## config.mk

```make
export PLATFORM = sky130hd
export DESIGN_NAME = lsAlign
export DESIGN_NICKNAME = d
export VERILOG_FILES = /design/src/rtl/lsaPkg.sv /design/src/rtl/lsaCtrl.sv /design/src/rtl/lsaDatapath.sv /design/src/rtl/lsAlign.sv
export SDC_FILE = /design/constraint.sdc
export NUM_CORES = 1
export LEC_CHECK = 0
export BUFFER_PORTS_ARGS = -buffer_cell sky130_fd_sc_hd__buf_2
export CAP_MARGIN = 0
export CORE_AREA = 2 2 71 100
export CTS_BUF_LIST = sky130_fd_sc_hd__clkbuf_8
export DETAILED_ROUTE_END_ITERATION = 10
export DIE_AREA = 0 0 73 102
export PLACE_DENSITY = 0.87
export SETUP_SLACK_MARGIN = 0.5
export SLEW_MARGIN = 20
export SYNTH_ARGS = -nofsm -noshare
export SYNTH_HDL_FRONTEND = slang
export SYNTH_HIERARCHICAL = 1
export SYNTH_SLANG_ARGS = --single-unit
export TNS_END_PERCENT = 50
```

## constraint.sdc

```tcl
create_clock -name clk -period 2.4 [get_ports clk]
set_input_delay 0.24 -clock clk [delete_from_list [all_inputs] [get_ports clk]]
set_output_delay 0.24 -clock clk [all_outputs]
set_load 0.03 [all_outputs]
```

## src/rtl/lsaPkg.sv

```systemverilog
package lsaPkg;

  typedef enum logic [1:0] {
    SZ_BYTE = 2'b00,
    SZ_HALF = 2'b01,
    SZ_WORD = 2'b10,
    SZ_RSVD = 2'b11
  } sizeT;

  // strobes from control to datapath
  typedef struct packed {
    logic valid;
    logic load;
    logic store;
    logic selByte;
    logic selHalf;
    logic selWord;
    logic sext;
    logic err;
  } lsaStbT;

endpackage

```

## src/rtl/lsaCtrl.sv

```systemverilog
module lsaCtrl
  import lsaPkg::*;
#(
  parameter int AW = 2
) (
  input  logic          reqValid,
  input  logic          isStore,
  input  logic [1:0]    size,
  input  logic          signedLd,
  input  logic [AW-1:0] addrLo,
  output lsaStbT        stb
);

  logic misHalf;
  logic misWord;

  always_comb begin
    stb = '0;
    stb.valid = reqValid;
    stb.load  = reqValid & ~isStore;
    stb.store = reqValid & isStore;
    unique case (sizeT'(size))
      SZ_BYTE: stb.selByte = 1'b1;
      SZ_HALF: stb.selHalf = 1'b1;
      default: stb.selWord = 1'b1;   // reserved code treated as full width
    endcase
    misHalf  = stb.selHalf & addrLo[0];
    misWord  = stb.selWord & (addrLo != '0);
    stb.err  = reqValid & (misHalf | misWord);
    // stores and full-width loads never extend
    stb.sext = stb.load & signedLd & ~stb.selWord;
  end

endmodule

```

## src/rtl/lsaDatapath.sv

```systemverilog
module lsaDatapath
  import lsaPkg::*;
#(
  parameter int DATA_W = 32,
  parameter int NL     = DATA_W / 8,
  parameter int AW     = $clog2(NL)
) (
  input  logic              clk,
  input  logic              rstN,
  input  lsaStbT            stb,
  input  logic [AW-1:0]     addrLo,
  input  logic [DATA_W-1:0] memRdata,
  input  logic [DATA_W-1:0] regWdata,
  output logic              rspValid,
  output logic [DATA_W-1:0] ldData,
  output logic [DATA_W-1:0] stData,
  output logic [NL-1:0]     byteEn,
  output logic              alignErr
);

  logic [DATA_W-1:0] rdShifted;
  logic [7:0]        rdByte;
  logic [15:0]       rdHalf;
  logic [DATA_W-1:0] ldNext;
  logic [DATA_W-1:0] stRepl;
  logic [NL-1:0]     byteMask;
  logic [NL-1:0]     halfMask;
  logic [NL-1:0]     laneMask;

  // move the addressed lane down to bit 0
  assign rdShifted = memRdata >> {addrLo, 3'b000};
  assign rdByte    = rdShifted[7:0];
  assign rdHalf    = rdShifted[15:0];

  always_comb begin
    if (stb.selByte)
      ldNext = {{(DATA_W-8){stb.sext & rdByte[7]}}, rdByte};
    else if (stb.selHalf)
      ldNext = {{(DATA_W-16){stb.sext & rdHalf[15]}}, rdHalf};
    else
      ldNext = memRdata;
  end

  // lane copy of store data: each lane picks its slice per size
  for (genvar l = 0; l < NL; l++) begin : gLane
    always_comb begin
      if (stb.selByte)
        stRepl[l*8 +: 8] = regWdata[7:0];
      else if (stb.selHalf)
        stRepl[l*8 +: 8] = regWdata[(l%2)*8 +: 8];
      else
        stRepl[l*8 +: 8] = regWdata[l*8 +: 8];
    end
  end

  assign byteMask = {{(NL-1){1'b0}}, 1'b1} << addrLo;
  assign halfMask = {{(NL-2){1'b0}}, 2'b11} << addrLo;

  always_comb begin
    if (stb.selByte)      laneMask = byteMask;
    else if (stb.selHalf) laneMask = halfMask;
    else                  laneMask = {NL{1'b1}};
  end

  always_ff @(posedge clk) begin
    if (!rstN) begin
      rspValid <= 1'b0;
      alignErr <= 1'b0;
      byteEn   <= '0;
      ldData   <= '0;
      stData   <= '0;
    end else begin
      rspValid <= stb.valid;
      alignErr <= stb.err;
      byteEn   <= (stb.store && !stb.err) ? laneMask : '0;
      if (stb.valid) begin
        ldData <= (stb.load && !stb.err) ? ldNext : '0;
        stData <= stb.store ? stRepl : '0;
      end
    end
  end

endmodule

```

## src/rtl/lsAlign.sv

```systemverilog
module lsAlign
  import lsaPkg::*;
#(
  parameter int DATA_W = 32,
  localparam int NL    = DATA_W / 8,
  localparam int AW    = $clog2(NL)
) (
  input  logic              clk,
  input  logic              rstN,
  input  logic              reqValid,
  input  logic              isStore,
  input  logic [1:0]        size,
  input  logic              signedLd,
  input  logic [AW-1:0]     addrLo,
  input  logic [DATA_W-1:0] memRdata,
  input  logic [DATA_W-1:0] regWdata,
  output logic              rspValid,
  output logic [DATA_W-1:0] ldData,
  output logic [DATA_W-1:0] stData,
  output logic [NL-1:0]     byteEn,
  output logic              alignErr
);

  lsaStbT stb;

  lsaCtrl #(.AW(AW)) uCtrl (
    .reqValid (reqValid),
    .isStore  (isStore),
    .size     (size),
    .signedLd (signedLd),
    .addrLo   (addrLo),
    .stb      (stb)
  );

  lsaDatapath #(.DATA_W(DATA_W), .NL(NL), .AW(AW)) uDp (
    .clk      (clk),
    .rstN     (rstN),
    .stb      (stb),
    .addrLo   (addrLo),
    .memRdata (memRdata),
    .regWdata (regWdata),
    .rspValid (rspValid),
    .ldData   (ldData),
    .stData   (stData),
    .byteEn   (byteEn),
    .alignErr (alignErr)
  );

endmodule

```

Yosys cells after proc, flatten, opt, wreduce, memory -nomap -nowiden. Index checks and enable logic that the tools add are counted.

Add/sub/neg operators: 0. Multipliers: 0. Divide/modulo/power cells: 0. Magnitude comparators: 0. Eq/ne operators: 1. Shift-type cells: 3. Multiplexer cells: 14. Bitwise logic cells: 11. Reductions and logical operators: 7.

Operators by type and width (count): 32-bit 2-to-1 mux (4); 8-bit 2-to-1 mux (5); 32-bit by 5-bit >> shifter with 16-bit output (1); 1-bit bitwise AND (9); 4-bit 2-to-1 mux (2); 1-bit by 2-bit left shift with 4-bit output (first input constant) (1); 2-bit by 2-bit left shift with 4-bit output (first input constant) (1); 1-bit 2-to-1 mux (3); 2-bit by 1-bit equality test with 1-bit output (second input constant) (1); 1-bit logical AND (2); 2-bit zero test (1); 2-bit AND reduction (1); 2-bit nonzero test (1); 2-bit OR reduction (1); 1-bit zero test (1); 1-bit inverter (1); 1-bit OR (1).

Flip-flop bits (word level): 70. Latch bits: 0. Memory bits (writable): 0. Memory bits (read-only): 0. Memories kept: 0.

Longest topological paths before layout. Gate-level depths: netlist of run 1.

Depth in word-level cells: 9. Depth in mapped cells: 8.

Modules after synthesis. The synthesis of run 1 kept the hierarchy.

By module, submodules not included: lsaDatapath (times used 1, cells each 419, area an instance 3407.0 um2, sequential area each 1401.3 um2); lsaCtrl (times used 1, cells each 10, area an instance 67.6 um2, sequential area each 0.0 um2).

Worst setup path before layout of run 1. No wires, ideal clock.

Path type: in2reg. Start point: in reqValid. End point: reg uDp.ldData[21]. Library setup time: 0.069 ns. Data arrival time: 1.291 ns. Required time: 2.331 ns. Path slack: 1.040 ns. Stages on the path: 7. Buffers on the path: 1. Cells stage by stage: nor2b_4 > and3b_1 > nand2b_4 > o221ai_1 > nand3_4 > buf_6 > o21ai_1.

RTL lines: start, declared (line lsAlign.sv:10) `input logic reqValid,`; end signal, assigned (line lsaDatapath.sv:77) `ldData <= (stb.load && !stb.err) ? ldNext : '0;`; end, declared (line lsaDatapath.sv:15) `output logic [DATA_W-1:0] ldData,`.

==> flow_metrics.tcl, run 1 <==
set metrics [dict create \
    met1_usage_pct 27.79 \
    cp.arrival_ns 1.78 \
    crit_path_max_fanout 20 \
    drtIter0Drc 184 \
    vias_per_cell 5.418 \
    synth_nets 505 \
    finalCritPeriodShare_pct 62.64 \
    hold_violations 0 \
    grt_util_met2_pct 46.15 \
    hp-class "input pin to register" \
    die_w_um 73 \
    cp_top_family "simple AND/OR/NAND/NOR gates" \
    startpoint_type "input pin" \
    worst_setup_path_end_kind "register" \
    dp_hpwl_um 7226 \
    worst_slew_pin_slew_ns 0.6027 \
    nNetsFinal 632 \
    setup_violations 0 \
    start_util_pct 53.19 \
    drv_slew 0 \
    crit_slowest_cell "and3b_1" \
    busiest_layer "met2" \
    cts_setup_buffers 0 \
    port_buffers 142 \
    netlist_instances 428 \
    diodes 0 \
    crit_type "input pin to register" \
    crit_chain "buf_2 -> o211ai_1 -> nand2_1 -> and3b_1 -> nand2_1 -> o21ai_1" \
    path_common_cell "nand2_1" \
    vias 3435 \
    cts_num_sinks 70 \
    clk-insertion-delay-late_ns 0.35 \
    grt.met3_usage_pct 8.383 \
    drive_gt1_share_pct 31.07 \
    ant_nets 0 \
    cts_root_buffer "clkbuf_8" \
    antenna_found_initial 0 \
    syn_area_per_cell_um2 8.109 \
    fin_worst_skew_ns 0 \
    critPathRequiredTime_ns 2.68 \
    cts_buffers 9 \
    floorplan.die.height_um 102 \
    final_cells 634 \
    cts_tree "built" \
    clk_path_buf_depth 2 \
    drc_errors 0 \
    first_global_vias 3184 \
    cp.buffers_inverters 1 \
    clkTransAtPathRegs_ns 0.08 \
    maxCapViolCount 0 \
    timing.hold.ws_ns 0.1700 \
    drtPass1Iterations 4 \
    place_inst 618 \
    cts_hold_buffers 0 \
    gp_congestion 0.8581 \
    period_needed_ns 1.503 \
    row_count 35 \
    max_freq_ghz 0.6651 \
    fp.coreArea_um2 6525 \
    leakage_nw 2.091 \
    dieArea_um2 7446 \
    htreeDepth 3 \
    slew_headroom_pct 59.72 \
    grt-ovfl-total 0 \
    ys.warnings.count 6 \
    syn-cell-area_um2 3471 \
    slowest_delay_ns 0.47 \
    vdd_drop_max_mv 0.4175 \
    wl_um 9785 \
    cts_resized 0 \
    grt_max_degree 35 \
    powerDensity_nw_per_um2 619.6 \
    grt_pass1_wl_um 14730 \
    rsz0062_at_grt "false" \
    grt_usage_pct 25.86 \
    outcome "finished, final reports clean" \
    pin_count 143 \
    post-route-util_pct 67.17 \
    area_delta_synth_final_pct 26.28 \
    setup_tns_ns 0 \
    routedWlPerCell_um 15.43 \
]
## worst paths after layout
path / from / slack, ns / endpoint / cells past startpoint
max: addrLo[0] / 0.90 / uDp/ldData[12]$_SDFFE_PN0P_ / 6
min: memRdata[29] / 0.17 / uDp/ldData[29]$_SDFFE_PN0P_ / 3
max reg2reg: uDp/stData[0]$_SDFFE_PN0P_ / 1.62 / uDp/stData[0]$_SDFFE_PN0P_ / 3
min reg2reg: uDp/ldData[6]$_SDFFE_PN0P_ / 0.44 / uDp/ldData[6]$_SDFFE_PN0P_ / 2
## cell usage in the layout, fill, tap and decap left out, types with 11 or more instances in the layout
cell	n
a21oi_1	26
o21ai_1	30
and2_1	11
nor2_1	31
dfxtp_1	70
nor2b_1	29
nand2_1	67
mux2i_1	20
buf_2	142
inv_1	13
nand2b_1	15
## per-stage QoR
step | cell area, um2 | worst slack (ns) | total power, W
final | 4383 | 0.8965 | 0.002716
after global routing | 4383 | 0.7561 | 0.002813
after CTS | 4383 | 0.9157 | 0.002733
after detailed placement | 4160 | 0.5511 | 0.001675
after global placement | 4160 | 0.5883 | 0.001664
after floorplan | 3471 | 1.040 | 0.001517
## per-layer routing
metal | wire length [um] | vias up
li1 | - | 1692
met1 | 3715 | 1567
met2 | 5016 | 161
met3 | 860 | 15
met4 | 192 | 0
met5 | 0 | -
## sequential cells by signal, indices dropped and copies added (netlist names)
name	count
uDp/stData	32
uDp/ldData	32
uDp/byteEn	4
uDp/alignErr	1
uDp/rspValid	1
## area by class of cell
class,count,area (um2)
inverter,12,45.04
fill,545,2142
clock inverter,6,85.08
tap,74,92.59
multi-input combinational,311,1843
timing repair buffer,151,778.2
clock buffer,10,137.6
sequential,70,1401
## worst register-to-register path, cell delays in order (launching register included)
cell and delay [ns]:
dfxtp_1 0.32, and2b_1 0.16, a21oi_1 0.13, nor2b_1 0.07
## report_power, final
group	total [W]	internal, W	switching, W
logic	0.000446	0.000168	0.000278
registers	0.00120	0.00119	0.0000133
clock network	0.00106	0.000611	0.000454
total	0.00272	0.00197	0.000745
Power figures use the tool's default switching activity.
==> inputs of run 2 (changes only) <==
Settings changed: CORE_AREA 2 2 71 100 to 2 2 74 104, DIE_AREA 0 0 73 102 to 0 0 76 106, PLACE_DENSITY 0.87 to 0.81.
Clock period 2.4 ns to 1.47 ns, I/O delays scaled along.
==> run 2 against run 1 <==
  * Non-clock buffer count grew 37
  * Combinational power grew 130%
  * Via count grew 11%
  * Clock skew is the same
  * Register-to-register slack lost 0.96 ns
  * Critical path depth grew 1
  * Wire length grew 22%
  * Setup slack lost 0.55 ns
  * Power grew 61%
  * Count of clock-buffer cells in the layout shrank 1
==> flow_metrics.tcl, run 2 (synthesis results as in run 1) <==
set metrics [dict create \
    period_needed_ns 1.121 \
    vias_per_cell 5.491 \
    clk_path_buf_depth 2 \
    antenna_found_initial 0 \
    vias 3811 \
    min_from "rstN" \
    finalCritPeriodShare_pct 76.24 \
    cp.arrival_ns 1.41 \
    drc_errors 0 \
    setup_violations 0 \
    rsz0062_at_grt "true" \
    maxCapViolCount 0 \
    htreeDepth 3 \
    setup_slack_ns 0.3492 \
    fin_worst_skew_ns 0 \
    crit_path_max_fanout 8 \
    clk-insertion-delay-late_ns 0.36 \
    cts_root_buffer "clkbuf_8" \
    top_regs "uDp/ldData (32), uDp/stData (32), uDp/byteEn (4)" \
    start_util_pct 48.37 \
    drv_slew 0 \
    timing.hold.ws_ns 0.06069 \
    grt-ovfl-total 0 \
    cts_num_sinks 70 \
    floorplan.die.height_um 106 \
    ant_nets 0 \
    cts_hold_buffers 0 \
    pre_cts_slack_ns -0.02403 \
    row_count 37 \
    finalPower_w 0.004359 \
    crit_type "input pin to register" \
    die_w_um 76 \
    wl_um 11960 \
    final_common_cell "buf_2" \
    hp-class "input pin to register" \
    port_buffers 142 \
    fp.coreArea_um2 7176 \
    worst_slew_pin_slew_ns 0.3444 \
    place_area_um2 4403 \
    leakage_nw 2.454 \
    pin_count 143 \
    dieArea_um2 8056 \
    critPathRequiredTime_ns 1.76 \
    dp_hpwl_um 7566 \
    first_global_vias 3604 \
    routedWlPerCell_um 17.23 \
    clkTransAtPathRegs_ns 0.08 \
    area_delta_synth_final_pct 58.87 \
    r2r-start "uDp/stData[8]$_SDFFE_PN0P_" \
    hold_violations 0 \
    worst_setup_path_end_kind "register" \
    fin_area_um2 5514 \
    cts_buffers 9 \
    powerDensity_nw_per_um2 790.5 \
    slew_headroom_pct 76.38 \
    grt_pass1_wl_um 17190 \
    most-common-layout-cells "buf_2, buf_6, nand2_1, dfxtp_2, nor2_1" \
    startpoint_type "input pin" \
    worstSetupStartpoint "reqValid" \
    drtIter0Drc 246 \
    diodes 0 \
    max_freq_ghz 0.8922 \
    gp_congestion 0.8389 \
    grt_usage_pct 26.68 \
    nNetsFinal 670 \
    outcome "finished, final reports clean" \
    vdd_drop_max_mv 0.5549 \
    drtPass1Iterations 5 \
    grt_max_degree 34 \
    drive_gt1_share_pct 51.59 \
    cts_tree "built" \
]
run 2: changes by cell type in the layout (fill, tap and decap cells not counted), moves of 8 or more:
cell,before,now
nand2_1,67,59
dfxtp_1,70,19
buf_4,9,27
o21ai_2,1,11
o21ai_1,30,20
dfxtp_2,0,51
buf_2,142,83
buf_6,0,65
run 2: cell type report:
class	count	area, um2
tap	97	121.4
clock inverter	6	31.28
fill	486	1662
clock buffer	9	123.9
sequential	70	1465
multi-input combinational	312	2132
inverter	12	45.04
timing repair buffer	188	1595
run 2: per-layer routing:
metal / up-vias / global-route usage, % / routed length, um
li1: 1775 / - / -
met1: 1806 / 28.84 / 4229
met2: 198 / 49.11 / 6445
met3: 32 / 5.008 / 828
met4: 0 / 14.16 / 456
met5: - / 0 / 0
run 2: power by group:
part / switching [W] / internal (W) / leakage (nW)
registers: 0.0000321 / 0.00195 / 0.592
clock network: 0.000750 / 0.000584 / 0.0858
logic: 0.000559 / 0.000482 / 1.78
total: 0.00134 / 0.00302 / 2.45
run 2: metrics by stage:
| stage | util (%) | TNS [ns] | instances |
|---|---|---|---|
| final | 76.84 | 0 | 694 |
| after global routing | 76.84 | 0 | 694 |
| after CTS | 70.01 | 0 | 682 |
| after detailed placement | 61.36 | -0.1300 | 659 |
| after global placement | 61.36 | 0 | 659 |
| after floorplan | - | 0 | 428 |
run 2: worst paths after layout:
check	slack (ns)	depth (start not counted)	endpoint
setup / recovery	0.35	7	uDp/ldData[24]$_SDFFE_PN0P_
hold / removal	0.06	2	uDp/rspValid$_SDFF_PN0_
setup reg to reg	0.66	4	uDp/stData[8]$_SDFFE_PN0P_
hold reg to reg	0.45	2	uDp/ldData[5]$_SDFFE_PN0P_
run 2: what timing repair did:
action                     CTS  global route
cloned                       1             3
pin swaps                   27            26
gates resized for setup    126           141
setup endpoints to repair  124           134
buffers inserted             7             9
run 2: worst max-delay path: stages:
cell,delay [ns]
buf_8,0.08
nor2b_4,0.13
and3b_2,0.27
nand2b_4,0.09
o221ai_4,0.32
nand3_4,0.21
o21ai_2,0.17
